$ cat config.mk
export PLATFORM = sky130hd
export DESIGN_NAME = intr_ctrl_reg
export DESIGN_NICKNAME = d
export VERILOG_FILES = /design/src/rtl/intr_ctrl_pkg.sv /design/src/rtl/intr_ctrl_ctl.sv /design/src/rtl/intr_ctrl_dp.sv /design/src/rtl/intr_ctrl_reg.sv
export SDC_FILE = /design/constraint.sdc
export NUM_CORES = 1
export LEC_CHECK = 0
export BUFFER_PORTS_ARGS = -buffer_cell sky130_fd_sc_hd__buf_2
export CAP_MARGIN = 10
export CORE_MARGIN = 5
export CORE_UTILIZATION = 44
export CTS_CLUSTER_DIAMETER = 30
export DETAILED_ROUTE_END_ITERATION = 16
export PLACE_DENSITY = 0.85
export SYNTH_ARGS = -nofsm -noshare
export SYNTH_HDL_FRONTEND = slang
export SYNTH_SLANG_ARGS = --single-unit
$ cat constraint.sdc
create_clock -name clk -period 2.98 [get_ports clk]
set_clock_uncertainty 0.05 [all_clocks]
set_input_delay 0.298 -clock clk [delete_from_list [all_inputs] [get_ports clk]]
set_output_delay 0.298 -clock clk [all_outputs]
set_load 0.005 [all_outputs]
$ cat src/rtl/intr_ctrl_pkg.sv
package intr_ctrl_pkg;
  localparam int REG_W = 8;
  // field positions inside the register (decoded by the core's software)
  localparam int BIT_ALL  = 7;
  localparam int BIT_GRP  = 6;
  localparam int BIT_TMRE = 5;
  localparam int BIT_PINE = 4;
  localparam int BIT_PRTE = 3;
  localparam int BIT_TMRF = 2;
  localparam int BIT_PINF = 1;
  localparam int BIT_PRTF = 0;
  localparam int NUM_FLAGS = 3;

  typedef struct packed {
    logic             wrEn;
    logic [REG_W-1:0] wrData;
    logic [NUM_FLAGS-1:0] setFlag; // [2] timer, [1] pin, [0] port
  } strobe_t;
endpackage

$ cat src/rtl/intr_ctrl_ctl.sv
module intr_ctrl_ctl
  import intr_ctrl_pkg::*;
#(
  parameter int PORT_W      = 8,
  parameter int SYNC_STAGES = 2
) (
  input  logic              clk,
  input  logic              rstN,
  input  logic              busSel,
  input  logic              busWr,
  input  logic [REG_W-1:0]  busWdata,
  input  logic              tmrOvf,
  input  logic              extPin,
  input  logic [PORT_W-1:0] portPins,
  input  logic [PORT_W-1:0] portMask,
  output strobe_t           strb
);
  localparam int LAST = SYNC_STAGES - 1;

  logic [SYNC_STAGES-1:0] syncQ;
  logic                   pinPrev;
  logic [PORT_W-1:0]      portPrev;
  logic                   pinRise;
  logic                   portChg;

  // synchroniser chain for the asynchronous pin
  generate
    for (genvar s = 0; s < SYNC_STAGES; s++) begin : g_sync
      always_ff @(posedge clk or negedge rstN) begin
        if (!rstN) syncQ[s] <= 1'b0;
        else if (s == 0) syncQ[s] <= extPin;
        else syncQ[s] <= syncQ[(s == 0) ? 0 : s-1];
      end
    end
  endgenerate

  always_ff @(posedge clk or negedge rstN) begin
    if (!rstN) pinPrev <= 1'b0;
    else       pinPrev <= syncQ[LAST];
  end

  // the previous port copy follows the pins in every cycle, reset included
  always_ff @(posedge clk) portPrev <= portPins;

  always_comb begin
    pinRise = syncQ[LAST] & ~pinPrev;
    portChg = |((portPins ^ portPrev) & portMask);
    strb.wrEn    = busSel & busWr;
    strb.wrData  = busWdata;
    strb.setFlag = {tmrOvf, pinRise, portChg};
  end
endmodule

$ cat src/rtl/intr_ctrl_dp.sv
module intr_ctrl_dp
  import intr_ctrl_pkg::*;
(
  input  logic             clk,
  input  logic             rstN,
  input  strobe_t          strb,
  input  logic             periphReq,
  output logic [REG_W-1:0] regQ,
  output logic             irqOut
);
  localparam int EN_W = REG_W - NUM_FLAGS;

  logic [EN_W-1:0]      enQ;
  logic [NUM_FLAGS-1:0] flagQ;

  always_ff @(posedge clk or negedge rstN) begin
    if (!rstN)          enQ <= '0;
    else if (strb.wrEn) enQ <= strb.wrData[REG_W-1:NUM_FLAGS];
  end

  // each flag: the write value, then a hardware set on top (set wins)
  generate
    for (genvar f = 0; f < NUM_FLAGS; f++) begin : g_flag
      always_ff @(posedge clk or negedge rstN) begin
        if (!rstN) flagQ[f] <= 1'b0;
        else flagQ[f] <= (strb.wrEn ? strb.wrData[f] : flagQ[f]) | strb.setFlag[f];
      end
    end
  endgenerate

  always_comb begin
    regQ = {enQ, flagQ};
    irqOut = regQ[BIT_ALL] &
             ((regQ[BIT_TMRF] & regQ[BIT_TMRE]) |
              (regQ[BIT_PINF] & regQ[BIT_PINE]) |
              (regQ[BIT_PRTF] & regQ[BIT_PRTE]) |
              (regQ[BIT_GRP]  & periphReq));
  end
endmodule

$ cat src/rtl/intr_ctrl_reg.sv
module intr_ctrl_reg
  import intr_ctrl_pkg::*;
#(
  parameter int PORT_W      = 8,
  parameter int SYNC_STAGES = 2
) (
  input  logic              clk,
  input  logic              rstN,
  input  logic              busSel,
  input  logic              busWr,
  input  logic [7:0]        busWdata,
  output logic [7:0]        busRdata,
  input  logic              tmrOvf,
  input  logic              extPin,
  input  logic [PORT_W-1:0] portPins,
  input  logic [PORT_W-1:0] portMask,
  input  logic              periphReq,
  output logic              irqOut
);
  strobe_t strb;

  intr_ctrl_ctl #(.PORT_W(PORT_W), .SYNC_STAGES(SYNC_STAGES)) ctl_i (
    .clk(clk), .rstN(rstN), .busSel(busSel), .busWr(busWr),
    .busWdata(busWdata), .tmrOvf(tmrOvf), .extPin(extPin),
    .portPins(portPins), .portMask(portMask), .strb(strb)
  );

  intr_ctrl_dp dp_i (
    .clk(clk), .rstN(rstN), .strb(strb), .periphReq(periphReq),
    .regQ(busRdata), .irqOut(irqOut)
  );
endmodule

Word-level counts from Yosys, hierarchy flattened:

Index checks and enable logic that the tools add are counted.

* output and inout port bits: 9
* bits in registers: 19
* logic and storage cells: 28

* bitwise gates (word level): 16
* reduce and logical (&&, ||, !) cells: 1
* multiplexer cells: 3

Operator list (number)
* 8-bit AND: 1
* 8-bit OR reduction: 1
* 8-bit XOR: 1
* 1-bit AND: 7
* 1-bit bitwise OR: 6
* 1-bit 2-to-1 mux: 3
* 1-bit NOT: 1

Longest topological paths before layout:

Gate-level depths: netlist of the first run.

* word-level depth: 5
* gate-level depth with buffers: 4
* depth with buffers taken out: 4

Cells and area by module:

From an unflattened synthesis of the first run, not the netlist that was laid out.

* cell total of the unflattened synthesis: 60
* area total of the unflattened synthesis: 797.0 µm²

By module, submodules not included
* intr_ctrl_ctl: area an instance 436.7 µm², instances 1, cells each 37
* intr_ctrl_dp: area an instance 360.3 µm², instances 1, cells each 23

Least setup slack after synthesis of the first run:

No wires, ideal clock.

* kind: input -> register
* from: input busSel
* to: register dp_i.flagQ[0] (netlist: dp_i.regQ[0])
* setup time: 0.135 ns
* data arrival time: 0.946 ns
* path slack: 1.848 ns
* cell stages on the path: 4
* path buffers: 0
* cells stage by stage: nand2_4 > mux2_4 > a221oi_2 > nand4_1

* word-level cells in the longest chain between the ends: 3

RTL lines
* from (decl): line intr_ctrl_reg.sv:9 `input logic busSel,`
* 1-bit AND: line intr_ctrl_ctl.sv:48 `strb.wrEn = busSel & busWr;`
* 1-bit 2-to-1 mux: line intr_ctrl_dp.sv:26 `else flagQ[f] <= (strb.wrEn ? strb.wrData[f] : flagQ[f]) | strb.setFlag[f];`
* 1-bit bitwise OR: line intr_ctrl_dp.sv:26
* to (signal, indexed assignment): line intr_ctrl_dp.sv:26
* to (decl): line intr_ctrl_dp.sv:14 `logic [NUM_FLAGS-1:0] flagQ;`

Every way passes these cells.
A chain may end at the register's enable or synchronous reset.

Final worst setup path of the first run:

* from: register dp_i.flagQ[0] (netlist: dp_i.regQ[0])
* to: output irqOut

* word-level cells in the longest chain between the ends: 4

RTL lines
* 1-bit AND: line intr_ctrl_dp.sv:36 `(regQ[BIT_PRTF] & regQ[BIT_PRTE]) |`
* 1-bit bitwise OR: line intr_ctrl_dp.sv:35 `(regQ[BIT_PINF] & regQ[BIT_PINE]) |`
* 1-bit bitwise OR: line intr_ctrl_dp.sv:36
* 1-bit AND: line intr_ctrl_dp.sv:33 `irqOut = regQ[BIT_ALL] &`
* to (decl): line intr_ctrl_reg.sv:18 `output logic irqOut`

Every way passes these cells.

==> metrics.yaml, run 1 <==
yosys_warnings: 0
tritoncts: "yes"
avgRoutedWirePerCell_um: 13.6
synth_edf_count: 0
place_hpwl_um: 1200
cts_sinks: 19
fin_crit_sh: 0.489
ioPinCount: 40
yosys-top-cells-area: "dfrtp_1 (40%), dfxtp_1 (23%), xor2_1 (10%), mux2_2 (8.2%), a22oi_1 (5.4%)"
syn2layout_area_growth_pct: 36.4
report.final.slew_viol_count: 0
grt_pass1_wl_um: 2530
synth_fa_ha_area_frac: 0
ys_seq_elements: 19
crit_fanout: 3
drt_wl_total_um: 1460
cts_resized: 0
synthMuxAreaShare: 0.118
yosysMostFrequentCell: "dfrtp_1"
nNetsFinal: 123
grt_overflow: 0
max_freq_mhz: 686
htreeDepth: 1
rows: 14
arrival_ns: 1.11
core-area_um2: 1510
layout-drive-gt1-share: 0.571
diodes: 0
avgSynthCellArea_um2: 14.7
syn_inst: 47
hold_viol: 0
synth_common_cells: "dfrtp_1 (11), dfxtp_1 (8), xor2_1 (8), a22oi_1 (5), mux2_2 (5)"
start_util: 0.458
syn-num-nets: 78
numCtsBuffers: 3
synth-seq-area-share: 0.630
power.density_nw_per_um2: 519
initialDrtViolationCount: 4
path_class: "flip-flop to primary output"
leakage_nw: 0.474
cp-end-kind: "primary output"
via_count: 526
required_ns: 2.63
rsz0062_at_grt: "no"
synth_compound_area_frac: 0.109
remaining_drc_errors: 0
relSlewSlack: 0.838
tightest_slew_ns: 0.243
setup_tns_ns: 0
min_period_ns: 1.46
port_buffers: 39
via_per_inst: 4.92
syn_area_um2: 691
antenna_found_initial: 0
total_power_mw: 0.489
synth_top_area_frac: 0.399
grt_max_degree: 12
die_area_um2: 2460
die_x_um: 49.6
peakVddDrop_v: 0.000281
outcome: "finished clean"
synthFlopType: "dfrtp_1"
min_path_type: "primary input to flip-flop"
cts_buffer_depth: 2
postRouteAntennaNets: 0
holdBufCountCts: 1
setup_viol: 0
path_clk_slew_ns: 0.10
synthDistinctLibCells: 15
die_y_um: 49.6
cts_root_buf: "clkbuf_4"
synth_top_family_by_area: "multiplexers"
drt-pass1-iter-count: 2
synth_xor_area_frac: 0.101
gr-usage-all-layers: 0.130
clk_latency_ns: 0.28
holdWs_ns: 0.0684
grt_pass1_vias: 565
synthArstFlopShare: 0.579
synthSimpleGateAreaFrac: 0.0362
yosys.area.top_type: "dfrtp_1"
globalplace.congestion: 0.726
startpoint_type: "flip-flop"
postCtsSetupRepairBufs: 0
cap_violations: 0
==> final timing paths <==
| kind | start | endpoint | slack [ns] | depth (start not counted) |
|---|---|---|---|---|
| max in group asynchronous | rstN | ctl_i.syncQ[1]$_DFF_PN0_ | 2.35 | 2 |
| worst min-delay path | extPin | ctl_i.syncQ[0]$_DFF_PN0_ | 0.07 | 1 |
| worst max-delay path | dp_i.regQ[0]$_DFF_PN0_ | irqOut | 1.52 | 3 |
| min in group asynchronous | rstN | dp_i.enQ[1]$_DFFE_PN0N_ | 0.34 | 2 |
| worst min register to register | ctl_i.syncQ[0]$_DFF_PN0_ | ctl_i.syncQ[1]$_DFF_PN0_ | 0.33 | 0 |
| worst max register to register | dp_i.regQ[0]$_DFF_PN0_ | dp_i.regQ[0]$_DFF_PN0_ | 1.80 | 3 |
==> layer usage <==
layer	part of all wire	track usage	routed length [um]	vias up
met5	0	0	0	-
met4	0.014	0.0655	21	0
met3	0.098	0.0422	142	2
met2	0.54	0.218	783	19
met1	0.35	0.144	509	248
li1	-	-	-	257
==> power breakdown <==
part / total, mW / internal, mW / switching [mW]
logic: 0.0791 / 0.0469 / 0.0322
clock network: 0.122 / 0.0519 / 0.0700
registers: 0.288 / 0.276 / 0.0119
total: 0.489 / 0.375 / 0.114
==> critical path, cell delays in order (launching register included) <==
cell      delay, ns
dfrtp_1        0.42
a22oi_1        0.18
a21boi_0       0.10
buf_2          0.13
==> cell usage in the layout (no fill, tap or decap), drive strengths merged <==
cell / count
a21boi: 1
dfxtp: 8
and3: 1
inv: 1
buf: 39
a22oi: 5
clkbuf: 4
a211o: 1
dfrtp: 11
dlygate4sd3: 1
o21ai: 1
a221oi: 1
nand4: 1
nand2: 1
xor2: 8
mux2: 6
mux2i: 1
==> state kept, by name, indices dropped and copies added, names as in the netlist <==
name	cells
ctl_i.portPrev	8
dp_i.enQ	5
dp_i.regQ	3
ctl_i.syncQ	2
ctl_i.pinPrev	1
==> cell families (layout without fill, tap and decap cells) <==
family,count (synthesis),count (layout)
buffers and inverters,1,45
flip-flops,19,19
AO/OA/AOI/OAI,9,9
AND/OR/NAND/NOR,3,3
XOR/XNOR,8,8
multiplexers,7,7
==> final cells by class <==
type | instances | area (um2)
multi-input combinational | 27 | 251
fill | 128 | 564
sequential | 19 | 435
timing repair buffer | 40 | 205
inverter | 1 | 3.75
tap | 16 | 20.0
clock buffer | 4 | 26.3
==> stage by stage <==
| stage | instance area [um2] | setup WS, ns | util | cells |
|---|---|---|---|---|
| 4_1_cts | 942 | 1.50 | 0.625 | 107 |
| 3_3_place_gp | 906 | 1.68 | 0.601 | 102 |
| 2_1_floorplan | 691 | 1.85 | - | 47 |
| 5_1_grt | 942 | 1.42 | 0.625 | 107 |
| 3_5_place_dp | 906 | 1.60 | 0.601 | 102 |
| 6_report | 942 | 1.52 | 0.625 | 107 |
(Power assumes the default switching activity.)
==> run 2, diff against run 1 <==
--- a/config.mk
+++ b/config.mk
@@ -5,13 +5,14 @@
 export SDC_FILE = /design/constraint.sdc
 export NUM_CORES = 1
 export LEC_CHECK = 0
+export ABC_AREA = 1
 export BUFFER_PORTS_ARGS = -buffer_cell sky130_fd_sc_hd__buf_2
 export CAP_MARGIN = 10
 export CORE_MARGIN = 5
-export CORE_UTILIZATION = 44
+export CORE_UTILIZATION = 42
 export CTS_CLUSTER_DIAMETER = 30
 export DETAILED_ROUTE_END_ITERATION = 16
-export PLACE_DENSITY = 0.85
+export PLACE_DENSITY = 0.8
 export SYNTH_ARGS = -nofsm -noshare
 export SYNTH_HDL_FRONTEND = slang
 export SYNTH_SLANG_ARGS = --single-unit
==> constraint.sdc (replaced) <==
create_clock -name clk -period 1.4 [get_ports clk]
set_clock_uncertainty 0.05 [all_clocks]
set_input_delay 0.14 -clock clk [delete_from_list [all_inputs] [get_ports clk]]
set_output_delay 0.14 -clock clk [all_outputs]
set_load 0.005 [all_outputs]
==> metrics.yaml, run 2 <==
outcome: "finished clean"  # unchanged
cts_sinks: 19  # unchanged
syn-num-nets: 127  # was 78
cp-end-kind: "flip-flop"  # was primary output
avgRoutedWirePerCell_um: 9.87  # was 13.6 um
arrival_ns: 1.51  # was 1.11 ns
layout-drive-gt1-share: 0.301  # was 0.571
place_hpwl_um: 1300  # was 1200 um
synth_top_family_by_area: "simple AND/OR/NAND/NOR gates"  # was multiplexers
ys_seq_elements: 19  # unchanged
peakVddDrop_v: 0.000488  # was 0.000281 V
switchingPower_mw: 0.279  # was 0.114 mW
cts_root_buf: "clkbuf_4"  # unchanged
fin_cells: 181  # was 107
p_int_mw: 0.806  # was 0.375 mW
yosysMostFrequentCell: "nand2_1"  # was dfrtp_1
rows: 15  # was 14
drt-pass1-iter-count: 4  # was 2
crit_fanout: 1  # was 3
endpoint: "dp_i.regQ[2]$_DFF_PN0_"  # was irqOut
crit_slowest_cell: "dlygate4sd3_1"  # was dfrtp_1
synth_top_area_frac: 0.361  # was 0.399
die_y_um: 52.6  # was 49.6 um
top_register: "ctl_i.portPrev"  # unchanged
syn_area_um2: 763  # was 691 um2
required_ns: 1.54  # was 2.63 ns
report.final.slew_viol_count: 0  # unchanged
largest_register_ffs: 8  # unchanged
via_per_inst: 4.38  # was 4.92
path_class: "primary input to flip-flop"  # was flip-flop to primary output
power.density_nw_per_um2: 910  # was 519 nW/um2
hold_viol: 0  # unchanged
final_cell_mix: "nand2_1 (39), buf_2 (39), dlygate4sd3_1 (17)"  # was buf_2 (39), dfrtp_1 (11), xor2_1 (8), dfxtp_1 (8)
switching_share: 0.257  # was 0.233
globalplace.congestion: 0.718  # was 0.726
die_area_um2: 2770  # was 2460 um2
fin_crit_sh: 0.979
synth-seq-area-share: 0.570  # was 0.630
yosys-top-cells-area: "dfrtp_1 (36%), dfxtp_1 (21%), nand2_1 (19%), inv_1 (7.4%), nand3_1 (5.9%)"  # was dfrtp_1 (40%), dfxtp_1 (23%), xor2_1 (10%), mux2_2 (8.2%), a22oi_1 (5.4%)
tightest_slew_ns: 0.230  # was 0.243 ns
crit_path_cell_trace: "dlygate4sd3_1 > buf_2 > a21oi_2 > nand2_1 > dlygate4sd3_1"  # was a22oi_1 > a21boi_0 > buf_2
drt_wl_total_um: 1790  # was 1460 um
dp.cells: 160  # was 102
p_comb_frac: 0.186  # was 0.162
tritoncts: "yes"  # unchanged
synth_common_cells: "nand2_1 (39), inv_1 (15), dfrtp_1 (11), nand3_1 (9), dfxtp_1 (8)"  # was dfrtp_1 (11), dfxtp_1 (8), xor2_1 (8), a22oi_1 (5), mux2_2 (5)
htreeDepth: 1  # unchanged
syn_inst: 96  # was 47
max_freq_mhz: 730
postCtsSetupRepairBufs: 0  # unchanged
postRouteAntennaNets: 0  # unchanged
r2r-start: "dp_i.regQ[2]$_DFF_PN0_"  # was dp_i.regQ[0]$_DFF_PN0_
nNetsFinal: 188  # was 123
r2r_cells: 3  # unchanged
diodes: 0  # unchanged
cp_slowest_stage_delay_ns: 0.55  # was 0.42 ns
core-area_um2: 1730  # was 1510 um2
synthFlopType: "dfrtp_1"  # unchanged
synth_compound_area_frac: 0.0410  # was 0.109
r2r_end: "dp_i.regQ[2]$_DFF_PN0_"  # was dp_i.regQ[0]$_DFF_PN0_
synth_xor_area_frac: 0  # was 0.101
cts_buffer_depth: 2  # unchanged
synthDistinctLibCells: 15  # unchanged
gr-usage-all-layers: 0.153  # was 0.130
final_util: 0.690  # was 0.625
crit_top_cell: "dlygate4sd3_1"
start_util: 0.442  # was 0.458
synth_edf_count: 0  # unchanged
port_buffers: 39  # unchanged
syn2layout_area_growth_pct: 56.1  # was 36.4%
synthSimpleGateAreaFrac: 0.305  # was 0.0362
path_delay_family: "buffers and inverters"  # was flip-flops
relSlewSlack: 0.846  # was 0.838
synthMuxAreaShare: 0  # was 0.118
rsz0062_at_grt: "no"  # unchanged
startpoint_type: "primary input"  # was flip-flop
grt_max_degree: 12  # unchanged
crit_buf_inv: 3  # was 1
path_clk_slew_ns: 0.11  # was 0.10 ns
power_frac_clock: 0.252  # was 0.249
min_period_ns: 1.37
setup_viol: 0  # unchanged
initialDrtViolationCount: 7  # was 4
grt_pass1_vias: 829  # was 565
grt_overflow: 0  # unchanged
setup_tns_ns: 0  # unchanged
cap_violations: 0  # unchanged
avgSynthCellArea_um2: 7.95  # was 14.7 um2
grt_pass1_wl_um: 3150  # was 2530 um
via_count: 792  # was 526
synth_fa_ha_area_frac: 0  # unchanged
pwr-share-seq: 0.561  # was 0.589
numCtsBuffers: 3  # unchanged
synthArstFlopShare: 0.579  # unchanged
leakage_nw: 0.669  # was 0.474 nW
cp.depth: 5  # was 3
die_x_um: 52.6  # was 49.6 um
clk_latency_ns: 0.30  # was 0.28 ns
min_path_type: "primary input to flip-flop"  # unchanged
yosys_warnings: 0  # unchanged
remaining_drc_errors: 0  # unchanged
cp-startpoint: "tmrOvf"  # was dp_i.regQ[0]$_DFF_PN0_
ioPinCount: 40  # unchanged
rrSetupSlack_ns: 0.10  # was 1.80 ns
antenna_found_initial: 0  # unchanged
yosys.area.top_type: "dfrtp_1"  # unchanged
## run 2: changes by cell type after synthesis, moves of 2 or more
| cell | previous run | this run |
|---|---|---|
| a22oi_1 | 5 | 0 |
| inv_1 | 1 | 15 |
| mux2_2 | 5 | 0 |
| nand2_1 | 0 | 39 |
| nand3_1 | 0 | 9 |
| nor2_1 | 0 | 3 |
| or2_1 | 0 | 2 |
| xor2_1 | 8 | 0 |
## run 2: power groups by stage
stage,clock network [mW],logic [mW],registers (mW)
after detailed placement,0,0.166,0.620
final,0.274,0.202,0.609
after floorplan,0,0.0693,0.620
after global placement,0,0.162,0.616
after CTS,0.291,0.202,0.608
after global routing,0.321,0.233,0.615
## run 2: through the flow
stage	area (um2)	power, mW	worst slack (ns)	hold WS [ns]
3_5_place_dp	990	0.785	0.460	-0.0341
6_report	1190	1.08	0.0299	0.00945
2_1_floorplan	763	0.689	0.498	-0.206
4_1_cts	1190	1.10	0.0562	0.0000608
3_3_place_gp	990	0.777	0.491	-0.0370
5_1_grt	1190	1.17	0.0202	0.0111
## run 2: final cells by class
cell class	instances	area (um2)
inverters	17	63.8
fillers	151	536
flip-flops and latches	19	435
clock inverters	1	5.00
clock buffers	3	22.5
repair buffers	56	365
multi-input cells	60	268
well taps	25	31.3
## run 2: logic make-up after synthesis
logic type | Yosys count
simple gates | 55
compound gates | 5
buf+inv | 17
flops | 19
## run 2: worst min path at each step
stage / depth (start not counted) / startpoint / end
after floorplan: 0 / rstN / ctl_i.pinPrev$_DFF_PN0_
after global placement: 1 / rstN / dp_i.enQ[1]$_DFFE_PN0N_
after detailed placement: 1 / rstN / dp_i.enQ[1]$_DFFE_PN0N_
after CTS: 3 / busWdata[1] / dp_i.regQ[1]$_DFF_PN0_
after global routing: 3 / busWdata[1] / dp_i.regQ[1]$_DFF_PN0_
final: 3 / busWdata[1] / dp_i.regQ[1]$_DFF_PN0_
## run 2: worst register-to-register path, delay by kind of cell, from the launching register on
kind | cells | cell delay, ns
flops | 1 | 0.41
compound gates | 1 | 0.13
buf+inv | 1 | 0.55
simple gates | 1 | 0.05
## run 2: repair_timing
item,4_1_cts,5_1_grt
hold buffers,17,0
endpoints found under the setup margin,0,1
hold endpoints to repair,26,0
gates resized for setup,0,1
## run 2: metal layers
metal  global-route usage  wire length (um)  part of all wire
met1                0.163               736              0.41
met2                0.283               855              0.48
met3               0.0285               164             0.092
met4               0.0766                30             0.017
met5                    0                 0                 0
==> run 3, diff against run 2 <==
--- a/config.mk
+++ b/config.mk
@@ -9,10 +9,13 @@
 export BUFFER_PORTS_ARGS = -buffer_cell sky130_fd_sc_hd__buf_2
 export CAP_MARGIN = 10
 export CORE_MARGIN = 5
-export CORE_UTILIZATION = 42
+export CORE_UTILIZATION = 44
 export CTS_CLUSTER_DIAMETER = 30
 export DETAILED_ROUTE_END_ITERATION = 16
-export PLACE_DENSITY = 0.8
+export PLACE_DENSITY = 0.81
+export SETUP_SLACK_MARGIN = 0.3
+export SLEW_MARGIN = 20
 export SYNTH_ARGS = -nofsm -noshare
 export SYNTH_HDL_FRONTEND = slang
+export SYNTH_HIERARCHICAL = 1
 export SYNTH_SLANG_ARGS = --single-unit
==> metrics.yaml, run 3 <==
ioPinCount: 40  # unchanged
tritoncts: "yes"  # unchanged
die_x_um: 54.3  # was 52.6 um
die_area_um2: 2950  # was 2770 um2
pwr-share-seq: 0.526  # was 0.561
postRouteAntennaNets: 0  # unchanged
avgSynthCellArea_um2: 7.52  # was 7.95 um2
outcome: "finished clean"  # unchanged
switching_share: 0.250  # was 0.257
initialDrtViolationCount: 1  # was 7
antenna_found_initial: 0  # unchanged
drt_wl_total_um: 1970  # was 1790 um
setup_tns_ns: 0  # unchanged
report.final.slew_viol_count: 0  # unchanged
via_per_inst: 4.29  # was 4.38
fin_crit_sh: 0.882  # was 0.979
grt_pass1_vias: 829  # unchanged
crit_fanout: 3  # was 1
globalplace.congestion: 0.624  # was 0.718
port_buffers: 39  # unchanged
holdWs_ns: 0.0176  # was 0.00945 ns
layout-drive-gt1-share: 0.339  # was 0.301
cp-end-kind: "primary output"  # was flip-flop
remaining_drc_errors: 0  # unchanged
rsz0062_at_grt: "yes"  # was no
final_common_cell: "nand2_1"
peakVddDrop_v: 0.000553  # was 0.000488 V
r2r-start: "ctl_i/portPrev[0]$_DFF_P_"  # was dp_i.regQ[2]$_DFF_PN0_
tightest_slew_ns: 0.326  # was 0.230 ns
nNetsFinal: 206  # was 188
max_freq_mhz: 810  # was 730 MHz
ys_seq_elements: 19  # unchanged
synth-seq-area-share: 0.504  # was 0.570
power_frac_clock: 0.230  # was 0.252
diodes: 0  # unchanged
leakage_nw: 0.760  # was 0.669 nW
synthArstFlopShare: 0.579  # unchanged
clk_latency_ns: 0.28  # was 0.30 ns
synth_edf_count: 0  # unchanged
numCtsBuffers: 3  # unchanged
syn-num-nets: 146  # was 127
yosys_warnings: 6  # was 0
synthDistinctLibCells: 12  # was 15
cp-startpoint: "dp_i/regQ[2]$_DFF_PN0_"  # was tmrOvf
relSlewSlack: 0.782  # was 0.846
die_y_um: 54.3  # was 52.6 um
switchingPower_mw: 0.289  # was 0.279 mW
syn2layout_area_growth_pct: 51.2  # was 56.1%
grt_max_degree: 12  # unchanged
grt_overflow: 0  # unchanged
p_comb_frac: 0.243  # was 0.186
avgRoutedWirePerCell_um: 9.81  # was 9.87 um
yosys-top-cells-area: "dfrtp_1 (32%), nand2_1 (20%), dfxtp_1 (19%), buf_4 (9.6%), inv_1 (8.2%)"  # was dfrtp_1 (36%), dfxtp_1 (21%), nand2_1 (19%), inv_1 (7.4%), nand3_1 (5.9%)
startpoint_type: "flip-flop"  # was primary input
min_path_type: "primary input to flip-flop"  # unchanged
largest_register_ffs: 8  # unchanged
place_hpwl_um: 1440  # was 1300 um
via_count: 862  # was 792
path_class: "flip-flop to primary output"  # was primary input to flip-flop
syn_area_um2: 865  # was 763 um2
gr-usage-all-layers: 0.144  # was 0.153
cts_sinks: 19  # unchanged
power.density_nw_per_um2: 883  # was 910 nW/um2
synth_common_cells: "nand2_1 (47), inv_1 (19), buf_4 (11), dfrtp_1 (11), dfxtp_1 (8)"  # was nand2_1 (39), inv_1 (15), dfrtp_1 (11), nand3_1 (9), dfxtp_1 (8)
cts_buffer_depth: 2  # unchanged
required_ns: 1.21  # was 1.54 ns
syn_inst: 115  # was 96
htreeDepth: 1  # unchanged
rows: 16  # was 15
final_cell_mix: "nand2_1 (47), buf_2 (38), inv_1 (18)"  # was nand2_1 (39), buf_2 (39), dlygate4sd3_1 (17)
arrival_ns: 1.04  # was 1.51 ns
min_period_ns: 1.23  # was 1.37 ns
hold_viol: 0  # unchanged
grt_pass1_wl_um: 3060  # was 3150 um
hold_path_startpoint: "busWdata[1]"  # unchanged
cts_root_buf: "clkbuf_4"  # unchanged
start_util: 0.450  # was 0.442
synth_top_area_frac: 0.318  # was 0.361
yosys.area.top_type: "dfrtp_1"  # unchanged
drt-pass1-iter-count: 3  # was 4
p_int_mw: 0.865  # was 0.806 mW
path_clk_slew_ns: 0.10  # was 0.11 ns
cap_violations: 0  # unchanged
setup_viol: 0  # unchanged
yosysMostFrequentCell: "nand2_1"  # unchanged
core-area_um2: 1920  # was 1730 um2
top_register: "ctl_i/portPrev"  # was ctl_i.portPrev
synthFlopType: "dfrtp_1"  # unchanged
run 3: changes by cell type in the layout (fill, tap and decap cells not counted), moves of 3 or more:
| cell | delta |
|---|---|
| a21oi_1 | +3 |
| buf_4 | +7 |
| buf_6 | +5 |
| inv_1 | +3 |
| nand2_1 | +8 |
| nand3_1 | -3 |
run 3: through the flow:
| step | utilization | cell area [um2] | power [mW] | cells | setup slack, ns |
|---|---|---|---|---|---|
| finish | 0.680 | 1310 | 1.15 | 201 | 0.166 |
| global route | 0.680 | 1310 | 1.24 | 201 | 0.0816 |
| CTS | 0.646 | 1240 | 1.13 | 196 | 0.153 |
| detailed placement | 0.520 | 1000 | 0.797 | 169 | 0.359 |
| global placement | 0.520 | 1000 | 0.785 | 169 | 0.427 |
| floorplan | - | 865 | 0.723 | 115 | 0.366 |
run 3: final timing paths:
| path | endpoint | slack, ns | cells after the start |
|---|---|---|---|
| worst min-delay path | dp_i/regQ[1]$_DFF_PN0_ | 0.02 | 3 |
| worst min register to register | ctl_i/syncQ[1]$_DFF_PN0_ | 0.31 | 0 |
| max in group asynchronous | ctl_i/syncQ[0]$_DFF_PN0_ | 0.92 | 2 |
| min in group asynchronous | dp_i/regQ[0]$_DFF_PN0_ | 0.19 | 2 |
| worst max-delay path | irqOut | 0.17 | 5 |
| worst max register to register | dp_i/regQ[0]$_DFF_PN0_ | 0.36 | 8 |
run 3: repair_timing:
| item | 4_1_cts | 5_1_grt |
|---|---|---|
| endpoints found under the setup margin | 1 | 8 |
| resized for setup | 0 | 9 |
| buffers inserted | 6 | 5 |
| hold buffers | 17 | 0 |
| hold endpoints to repair | 26 | 0 |
| gates cloned | 0 | 0 |
| pin swaps | 1 | 4 |
run 3: final cells by class:
type / count / area, um2
Clock buffer: 4 / 26.3
Fill cell: 175 / 614
Inverter: 20 / 75.1
Multi-Input combinational cell: 64 / 265
Sequential cell: 19 / 438
Tap cell: 27 / 33.8
Timing Repair Buffer: 67 / 469
run 3: power groups by stage:
stage	sequential, mW	combinational, mW	clock (mW)
finish	0.607	0.281	0.266
global route	0.612	0.312	0.315
CTS	0.606	0.242	0.285
detailed placement	0.621	0.175	0
global placement	0.618	0.167	0
floorplan	0.621	0.102	0
run 3: critical path, stage by stage, from the launching register on:
cell,delay (ns)
dfrtp_1,0.41
nand2_1,0.06
nand2_1,0.04
nor2_1,0.08
nor2_1,0.04
buf_2,0.12
run 3: routing by layer:
metal  wire [um]  part of all wire  global-route usage
met5           0                 0                   0
met4           0                 0              0.0622
met3         174             0.088              0.0272
met2        1030              0.52               0.295
met1         768              0.39               0.134
run 3: cells by family (layout without fill, tap and decap cells):
kind of cell | Yosys count | in the layout | share of synthesized area
buffers and inverters | 32 | 91 | 0.195
AO/OA/AOI/OAI | 4 | 4 | 0.0231
flip-flops | 19 | 19 | 0.504
AND/OR/NAND/NOR | 60 | 60 | 0.278
